`config.mk`:
```
export PLATFORM = sky130hd
export DESIGN_NAME = can_txmb_sched
export DESIGN_NICKNAME = d
export VERILOG_FILES = /design/src/rtl/can_txmb_pkg.sv /design/src/rtl/can_txmb_slot.sv /design/src/rtl/can_txmb_age.sv /design/src/rtl/can_txmb_pick.sv /design/src/rtl/can_txmb_sched.sv
export SDC_FILE = /design/constraint.sdc
export NUM_CORES = 1
export LEC_CHECK = 0
export CAP_MARGIN = 20
export CORE_MARGIN = 2
export CORE_UTILIZATION = 51
export DETAILED_ROUTE_END_ITERATION = 12
export PLACE_DENSITY = 0.77
export SLEW_MARGIN = 20
export SYNTH_ARGS = -nofsm -noshare
export SYNTH_HDL_FRONTEND = slang
export SYNTH_SLANG_ARGS = --single-unit
```
`constraint.sdc`:
```
create_clock -name clk -period 3.8 [get_ports clk]
set_clock_uncertainty 0.15 [all_clocks]
set_input_delay 0.76 -clock clk [delete_from_list [all_inputs] [get_ports clk]]
set_output_delay 0.76 -clock clk [all_outputs]
set_load 0.03 [all_outputs]
```
`src/rtl/can_txmb_pkg.sv`:
```
package can_txmb_pkg;
  localparam int NMBX   = 3;
  localparam int IDXW   = 2;
  localparam int WORDW  = 32;
  localparam int KEYW   = 29;
  localparam int EXTW   = 18;
  localparam int DLCW   = 4;
  localparam int MAXLEN = 8;
  localparam int DATAW  = 64;
  localparam int STRIDE = 8;
  localparam int EMPTY_LSB = 26;
  localparam int LOWP_LSB  = 29;
  localparam int FREE_LSB  = 24;

  typedef enum logic [1:0] {RES_OK = 2'd0, RES_LOST = 2'd1, RES_ERR = 2'd2} res_e;
  typedef enum logic [1:0] {ST_IDLE = 2'd0, ST_OFFER = 2'd1, ST_WAIT = 2'd2} ctl_e;

  typedef struct packed {
    logic terr;
    logic alst;
    logic ok;
    logic cmp;
  } mflags_t;

  function automatic logic [KEYW-1:0] id_key(input logic [WORDW-1:0] w);
    return {w[31:21], (w[2] ? w[20:3] : {EXTW{1'b0}})};
  endfunction
endpackage

```
`src/rtl/can_txmb_slot.sv`:
```
module can_txmb_slot
  import can_txmb_pkg::*;
(
  input  logic             clk,
  input  logic             rst_n,
  input  logic             ld_id,
  input  logic             ld_len,
  input  logic             ld_dlo,
  input  logic             ld_dhi,
  input  logic [WORDW-1:0] wdata,
  input  logic             cancel,
  input  logic             clr,
  input  logic             launch,
  input  logic             res_v,
  input  logic [1:0]       res_code,
  input  logic             no_retry,
  output logic [WORDW-1:0] id_word,
  output logic [DLCW-1:0]  len,
  output logic [DATAW-1:0] data,
  output logic             pend,
  output logic             busy,
  output logic             empty,
  output logic             req_set,
  output mflags_t          flags
);
  logic [WORDW-1:1] id_q;
  logic             cxl_q;

  assign empty   = !pend && !busy;
  assign req_set = ld_id && empty && wdata[0];
  assign id_word = {id_q, pend};

  always_ff @(posedge clk or negedge rst_n) begin
    if (!rst_n) begin
      id_q  <= '0;
      len   <= '0;
      data  <= '0;
      pend  <= 1'b0;
      busy  <= 1'b0;
      cxl_q <= 1'b0;
      flags <= '0;
    end else begin
      if (clr) flags <= '0;
      if (ld_id && empty) begin
        id_q <= wdata[WORDW-1:1];
        if (wdata[0]) begin
          pend  <= 1'b1;
          flags <= '0;
        end
      end
      if (ld_len && empty) len <= wdata[DLCW-1:0];
      if (ld_dlo && empty) data[31:0]  <= wdata;
      if (ld_dhi && empty) data[63:32] <= wdata;
      if (launch) begin
        pend  <= 1'b0;
        busy  <= 1'b1;
        cxl_q <= 1'b0;
      end
      if (cancel) begin
        if (busy || launch) cxl_q <= 1'b1;
        else if (pend) begin
          pend      <= 1'b0;
          flags.cmp <= 1'b1;
          flags.ok  <= 1'b0;
        end
      end
      if (busy && res_v) begin
        busy  <= 1'b0;
        cxl_q <= 1'b0;
        if (res_code == RES_OK) begin
          flags.cmp <= 1'b1;
          flags.ok  <= 1'b1;
        end else begin
          if (res_code == RES_LOST) flags.alst <= 1'b1;
          else                      flags.terr <= 1'b1;
          if (no_retry || cxl_q || cancel) begin
            flags.cmp <= 1'b1;
            flags.ok  <= 1'b0;
          end else begin
            pend <= 1'b1;
          end
        end
      end
    end
  end

  p_ok_done_r6: assert property (@(posedge clk) disable iff (!rst_n)
    (busy && res_v && res_code == RES_OK) |=> (flags.cmp && flags.ok && empty));

  p_noretry_r8: assert property (@(posedge clk) disable iff (!rst_n)
    (busy && res_v && res_code != RES_OK && no_retry) |=> (empty && flags.cmp && !flags.ok));

  p_cancel_idle_r9: assert property (@(posedge clk) disable iff (!rst_n)
    (pend && !launch && cancel) |=> (empty && flags.cmp && !flags.ok));

  p_retry_r7: assert property (@(posedge clk) disable iff (!rst_n)
    (busy && res_v && res_code != RES_OK && !no_retry && !cxl_q && !cancel) |=> (pend && !flags.cmp));
endmodule

```
`src/rtl/can_txmb_age.sv`:
```
module can_txmb_age
  import can_txmb_pkg::*;
(
  input  logic                       clk,
  input  logic                       rst_n,
  input  logic [NMBX-1:0]            req_set,
  output logic [NMBX-1:0][NMBX-1:0]  older
);
  always_ff @(posedge clk or negedge rst_n) begin
    if (!rst_n) begin
      for (int i = 0; i < NMBX; i++)
        for (int j = 0; j < NMBX; j++)
          older[i][j] <= (i < j);
    end else begin
      for (int i = 0; i < NMBX; i++) begin
        if (req_set[i]) begin
          for (int j = 0; j < NMBX; j++) begin
            if (j != i) begin
              older[i][j] <= 1'b0;
              older[j][i] <= 1'b1;
            end
          end
        end
      end
    end
  end

  for (genvar i = 0; i < NMBX; i++) begin : g_row
    for (genvar j = i + 1; j < NMBX; j++) begin : g_col
      p_age_antisym_r5: assert property (@(posedge clk) disable iff (!rst_n)
        older[i][j] != older[j][i]);
    end
  end
endmodule

```
`src/rtl/can_txmb_pick.sv`:
```
module can_txmb_pick
  import can_txmb_pkg::*;
(
  input  logic [NMBX-1:0]             pend,
  input  logic [NMBX-1:0][WORDW-1:0]  id_words,
  input  logic [NMBX-1:0][NMBX-1:0]   older,
  input  logic                        order_sel,
  output logic                        has_pick,
  output logic [IDXW-1:0]             pick_idx,
  output logic [NMBX-1:0]             low_flag
);
  logic [NMBX-1:0][KEYW-1:0] key;
  logic [NMBX-1:0][NMBX-1:0] beats;
  logic [NMBX-1:0]           win;
  logic [NMBX-1:0]           lose;
  logic [IDXW:0]             npend;

  always_comb begin
    for (int i = 0; i < NMBX; i++) key[i] = id_key(id_words[i]);
    for (int i = 0; i < NMBX; i++) begin
      for (int j = 0; j < NMBX; j++) begin
        if (i == j)         beats[i][j] = 1'b0;
        else if (order_sel) beats[i][j] = older[i][j];
        else                beats[i][j] = (key[i] < key[j]) || ((key[i] == key[j]) && (i < j));
      end
    end
  end

  always_comb begin
    npend = '0;
    for (int i = 0; i < NMBX; i++) begin
      win[i]  = pend[i];
      lose[i] = pend[i];
      npend   = npend + {{IDXW{1'b0}}, pend[i]};
      for (int j = 0; j < NMBX; j++) begin
        if (j != i && pend[j]) begin
          win[i]  = win[i] & beats[i][j];
          lose[i] = lose[i] & beats[j][i];
        end
      end
    end
    has_pick = |win;
    pick_idx = '0;
    for (int i = NMBX - 1; i >= 0; i--)
      if (win[i]) pick_idx = IDXW'(i);
    low_flag = (npend >= 2) ? lose : '0;
  end
endmodule

```
`src/rtl/can_txmb_sched.sv`:
```
module can_txmb_sched
  import can_txmb_pkg::*;
(
  input  logic        clk,
  input  logic        rst_n,
  input  logic        order_sel,
  input  logic        no_retry,
  input  logic        cfg_we,
  input  logic [1:0]  cfg_mbx,
  input  logic [1:0]  cfg_reg,
  input  logic [31:0] cfg_wdata,
  input  logic        sts_we,
  input  logic [31:0] sts_wdata,
  output logic [31:0] sts,
  output logic        tx_valid,
  input  logic        tx_ready,
  output logic [1:0]  tx_mbx,
  output logic [31:0] tx_id,
  output logic [3:0]  tx_len,
  output logic [63:0] tx_data,
  input  logic        res_valid,
  input  logic [1:0]  res_code
);
  localparam logic [IDXW-1:0] NONE_IDX = IDXW'(NMBX);

  logic [NMBX-1:0][WORDW-1:0] id_words;
  logic [NMBX-1:0][DLCW-1:0]  lens;
  logic [NMBX-1:0][DATAW-1:0] datas;
  logic [NMBX-1:0]            pend, busy, empty, req_set, launch, res_v;
  logic [NMBX-1:0]            low_flag;
  mflags_t [NMBX-1:0]         flags;
  logic [NMBX-1:0][NMBX-1:0]  older;
  logic                       has_pick;
  logic [IDXW-1:0]            pick_idx, cur_q, free_idx;
  ctl_e                       st_q;

  for (genvar k = 0; k < NMBX; k++) begin : g_mbx
    logic sel;
    assign sel       = cfg_we && (cfg_mbx == IDXW'(k));
    assign launch[k] = (st_q == ST_IDLE) && has_pick && (pick_idx == IDXW'(k));
    assign res_v[k]  = (st_q == ST_WAIT) && res_valid && (cur_q == IDXW'(k));

    can_txmb_slot u_slot (
      .clk      (clk),
      .rst_n    (rst_n),
      .ld_id    (sel && cfg_reg == 2'd0),
      .ld_len   (sel && cfg_reg == 2'd1),
      .ld_dlo   (sel && cfg_reg == 2'd2),
      .ld_dhi   (sel && cfg_reg == 2'd3),
      .wdata    (cfg_wdata),
      .cancel   (sts_we && sts_wdata[STRIDE*k+7]),
      .clr      (sts_we && sts_wdata[STRIDE*k]),
      .launch   (launch[k]),
      .res_v    (res_v[k]),
      .res_code (res_code),
      .no_retry (no_retry),
      .id_word  (id_words[k]),
      .len      (lens[k]),
      .data     (datas[k]),
      .pend     (pend[k]),
      .busy     (busy[k]),
      .empty    (empty[k]),
      .req_set  (req_set[k]),
      .flags    (flags[k])
    );
  end

  can_txmb_age u_age (
    .clk     (clk),
    .rst_n   (rst_n),
    .req_set (req_set),
    .older   (older)
  );

  can_txmb_pick u_pick (
    .pend      (pend),
    .id_words  (id_words),
    .older     (older),
    .order_sel (order_sel),
    .has_pick  (has_pick),
    .pick_idx  (pick_idx),
    .low_flag  (low_flag)
  );

  always_ff @(posedge clk or negedge rst_n) begin
    if (!rst_n) begin
      st_q  <= ST_IDLE;
      cur_q <= '0;
    end else begin
      case (st_q)
        ST_IDLE:  if (has_pick) begin st_q <= ST_OFFER; cur_q <= pick_idx; end
        ST_OFFER: if (tx_ready) st_q <= ST_WAIT;
        ST_WAIT:  if (res_valid) st_q <= ST_IDLE;
        default:  st_q <= ST_IDLE;
      endcase
    end
  end

  always_comb begin
    free_idx = NONE_IDX;
    for (int k = NMBX - 1; k >= 0; k--)
      if (empty[k]) free_idx = IDXW'(k);
  end

  always_comb begin
    sts = '0;
    for (int k = 0; k < NMBX; k++) begin
      sts[STRIDE*k +: 4]   = flags[k];
      sts[EMPTY_LSB + k]   = empty[k];
      sts[LOWP_LSB + k]    = low_flag[k];
    end
    sts[FREE_LSB +: IDXW] = free_idx;
  end

  assign tx_valid = (st_q == ST_OFFER);
  assign tx_mbx   = cur_q;
  assign tx_id    = {id_words[cur_q][WORDW-1:1], 1'b1};
  assign tx_len   = (lens[cur_q] > DLCW'(MAXLEN)) ? DLCW'(MAXLEN) : lens[cur_q];
  assign tx_data  = datas[cur_q];

  p_one_busy_r3: assert property (@(posedge clk) disable iff (!rst_n) $onehot0(busy));

  p_hold_r3: assert property (@(posedge clk) disable iff (!rst_n)
    (tx_valid && !tx_ready) |=> (tx_valid && $stable(tx_mbx) && $stable(tx_id) && $stable(tx_data)));

  p_offer_busy_r3: assert property (@(posedge clk) disable iff (!rst_n)
    tx_valid |-> busy[cur_q]);

  p_free_empty_r12: assert property (@(posedge clk) disable iff (!rst_n)
    (free_idx != NONE_IDX) |-> empty[free_idx]);

  p_low_single_r13: assert property (@(posedge clk) disable iff (!rst_n)
    $onehot0(low_flag) && ((low_flag & ~pend) == '0));
endmodule

```
==> impl_metrics.json, run 1 <==
{
  "start_util_pct": 51.8,
  "combPwrFrac_pct": 50.9,
  "avgSynthCellArea_um2": 11.2,
  "place_area_um2": 20600,
  "grt_max_degree": 100,
  "leakagePower_nw": 10.2,
  "vias_per_cell": 5.75,
  "worstSetupStartpointType": "register",
  "vias": 13300,
  "hold_viol_final": 0,
  "grt_pass1_vias": 14000,
  "top_level_ports": 213,
  "htree_levels": 2,
  "post-route-util_pct": 66.5,
  "p_seq_share_pct": 29.3,
  "stdcell_count": 2310,
  "p_per_area_nw_per_um2": 857,
  "numPortBuffers": 173,
  "p_int_mw": 11.6,
  "path_delay_family": "simple AND/OR/NAND/NOR gates",
  "crit_chain": "buf_12 -> and2_1 -> buf_4 -> ha_1 -> nand4_1 -> nor2_2 -> nand4_1 -> nand4b_1 -> and3_1 -> or2_2 -> o21ai_2 -> o2111a_2 -> buf_6",
  "design.die.area_um2": 35500,
  "ant_nets": 0,
  "synth_top_cell_by_area": "dfrtp_1",
  "final_cell_area_um2": 22300,
  "coreArea_um2": 33400,
  "grt_pass1_wl_mm": 76.8,
  "cts-root-buf": "clkbuf_16",
  "place_congestion": 0.910,
  "maxCapViolations": 0,
  "arrival_ns": 3.45,
  "violations": "setup timing",
  "max_stage_delay_ns": 0.41,
  "clock-sinks": 328,
  "p_sw_mw": 7.47,
  "drv_slew": 0,
  "ys_seq_area_share_pct": 47.4,
  "hold_buffers": 0,
  "grt_remaining_overflow": 0,
  "report.final.setup_viol": 5,
  "final_layout_size_suffix_gt1_share_pct": 30.9,
  "synth_cells": 1549,
  "timing.fmax_mhz": 229,
  "cp-end-kind": "output port",
  "grt_use_total_pct": 27.1,
  "diodes": 0,
  "die_h_um": 188,
  "slowest_stage": "dfrtp_1",
  "first_iter_violations": 838,
  "cpMostUsedCell": "nand4_1",
  "area_growth_pct": 28.5,
  "netlist_top_cells_count": "dfrtp_1 (325), mux2_2 (291), nand2_1 (186)",
  "period_minus_slack_ns": 4.36,
  "synthesis.area_um2": 17300,
  "holdCritPathClass": "in -> async",
  "routed_wl_mm": 47.5,
  "ys_types": 71,
  "dr.pass1.iters": 5,
  "switching_share_pct": 39.1,
  "slew_headroom_pct": 44.2,
  "numCtsBuffers": 36,
  "tightest_slew_ns": 0.837,
  "crit_buf_inv": 3,
  "yosysMostFrequentCell": "dfrtp_1",
  "dp_cells": 2233,
  "yosysTopAreaCellShare_pct": 47.0,
  "clk_latency_ns": 0.52,
  "cp_max_fo": 11,
  "ys_warn_count": 0,
  "synthTopCellsByArea": "dfrtp_1 (47%), mux2_2 (19%), mux2i_1 (5.7%)",
  "rows": 67,
  "cts_buffer_depth": 3,
  "fin_ws_ns": -0.557,
  "die_x_um": 188,
  "drc_errors": 0,
  "yosys_most_used_dff": "dfrtp_1",
  "wl_per_cell_um": 20.6,
  "fin_nets": 1987,
  "async_reset_ff_share_pct": 100,
  "pre_cts_ws_ns": -0.480,
  "crit_type": "reg -> out",
  "worstPathRequired_ns": 2.89,
  "vdd_drop_max_mv": 0.655,
  "status": "finished, violations left",
  "p_clk_share_pct": 19.8,
  "finalCritPeriodShare_pct": 115,
  "rsz0062_at_grt": "true",
  "clk_pin_slew_ns": 0.06,
  "power_mw": 19.1,
  "grt_antenna_before_repair": 0,
  "hold_slack_ns": 0.104,
  "synth-edff-count": 0,
  "synth-seq-cells": 328,
  "tns_ns": -1.50,
  "cts_tree": "done",
  "hpwl_mm": 32.0
}
-- cell type report --
type | instances | area [um^2]
flip-flops and latches | 328 | 8220
fillers | 2499 | 11200
inverters | 45 | 169
repair buffers | 342 | 3250
multi-input cells | 1082 | 8770
clock buffers | 51 | 1090
clock inverters | 14 | 210
well taps | 448 | 561
-- power groups by stage --
stage               Sequential (mW)  Combinational, mW  Clock [mW]
finish                         5.60               9.71        3.78
global route                   5.76               10.4        3.96
CTS                            5.60               9.63        3.83
detailed placement             5.63               9.21           0
global placement               5.54               9.04           0
floorplan                      5.44               5.45           0
-- per-layer routing --
metal	vias up	global-route usage, %	routed length [um]
met5	-	0	0
met3	71	4.08	2390
met1	6709	36.7	21100
met2	387	45.7	22900
met4	0	7.30	1110
li1	6123	-	-
-- layout by cell type (no fill, tap or decap), types with 6 or more instances in the layout --
cell / synthesis / routed
a211oi_1: 6 / 6
a21o_1: 9 / 9
dfrtp_1: 325 / 322
nand4_1: 15 / 15
buf_4: 17 / 150
a22o_1: 8 / 8
inv_1: 45 / 43
conb_1: 2 / 13
nand2_1: 186 / 181
nand3_1: 27 / 24
ha_4: 0 / 6
and3_1: 9 / 7
nor2_1: 34 / 31
mux2i_1: 99 / 99
and2_1: 17 / 17
ha_1: 74 / 68
clkbuf_16: 0 / 38
a21oi_1: 38 / 35
nor2b_1: 11 / 10
clkbuf_8: 0 / 9
o21ai_0: 128 / 124
buf_12: 0 / 17
o22ai_1: 9 / 9
mux2_2: 291 / 291
clkdlybuf4s50_1: 0 / 169
clkinv_2: 0 / 7
-- sequential cells by signal (all words and copies together), names as in the netlist --
name and cells:
g_mbx.u_slot.cxl_q 3, g_mbx.u_slot.flags 12, g_mbx.u_slot.busy 3, u_age.older 6, tx_mbx 2, g_mbx.u_slot.len 12
g_mbx.u_slot.id_q 93, st_q 2, g_mbx.u_slot.data 192, g_mbx.u_slot.pend 3
-- repair_timing --
action | in CTS | in global routing
gates cloned | 1 | 0
pin swaps | 21 | 9
setup endpoints to repair | 4 | 12
resized for setup | 46 | 7
setup buffers | 8 | 4
-- logic make-up after synthesis --
family                     after synthesis  share of synthesized area [%]
and+or+nand+nor                        338                           9.14
AOI/OAI and AO/OA                      255                           9.11
muxes                                  390                           24.6
adders and majority gates               79                           5.63
buffers and inverters                  150                           3.68
other                                    2                         0.0434
xor gates and xnor gates                 7                          0.354
DFF                                    328                           47.4
-- worst paths after layout --
path / startpoint / end / slack, ns / cells past startpoint
setup / recovery: g_mbx[0].u_slot.id_q[2]$_DFFE_PN0P_ / sts[31] / -0.56 / 13
hold / removal: rst_n / g_mbx[0].u_slot.data[37]$_DFFE_PN0P_ / 0.10 / 1
setup reg to reg: g_mbx[0].u_slot.id_q[2]$_DFFE_PN0P_ / g_mbx[2].u_slot.cxl_q$_DFF_PN0_ / -0.04 / 17
hold reg to reg: u_age.older[1]$_DFFE_PN1P_ / u_age.older[1]$_DFFE_PN1P_ / 0.31 / 2
max in group asynchronous: rst_n / g_mbx[0].u_slot.data[59]$_DFFE_PN0P_ / 2.43 / 2
min in group clk: u_age.older[1]$_DFFE_PN1P_ / u_age.older[1]$_DFFE_PN1P_ / 0.31 / 2
Note: power is estimated with default switching activity, not from simulation.
==> inputs of run 2 (changes only) <==
HOLD_SLACK_MARGIN = 0.08   (was unset)
==> results of run 2 <==
Final layout, timing and power as in run 1 (identical DEF).
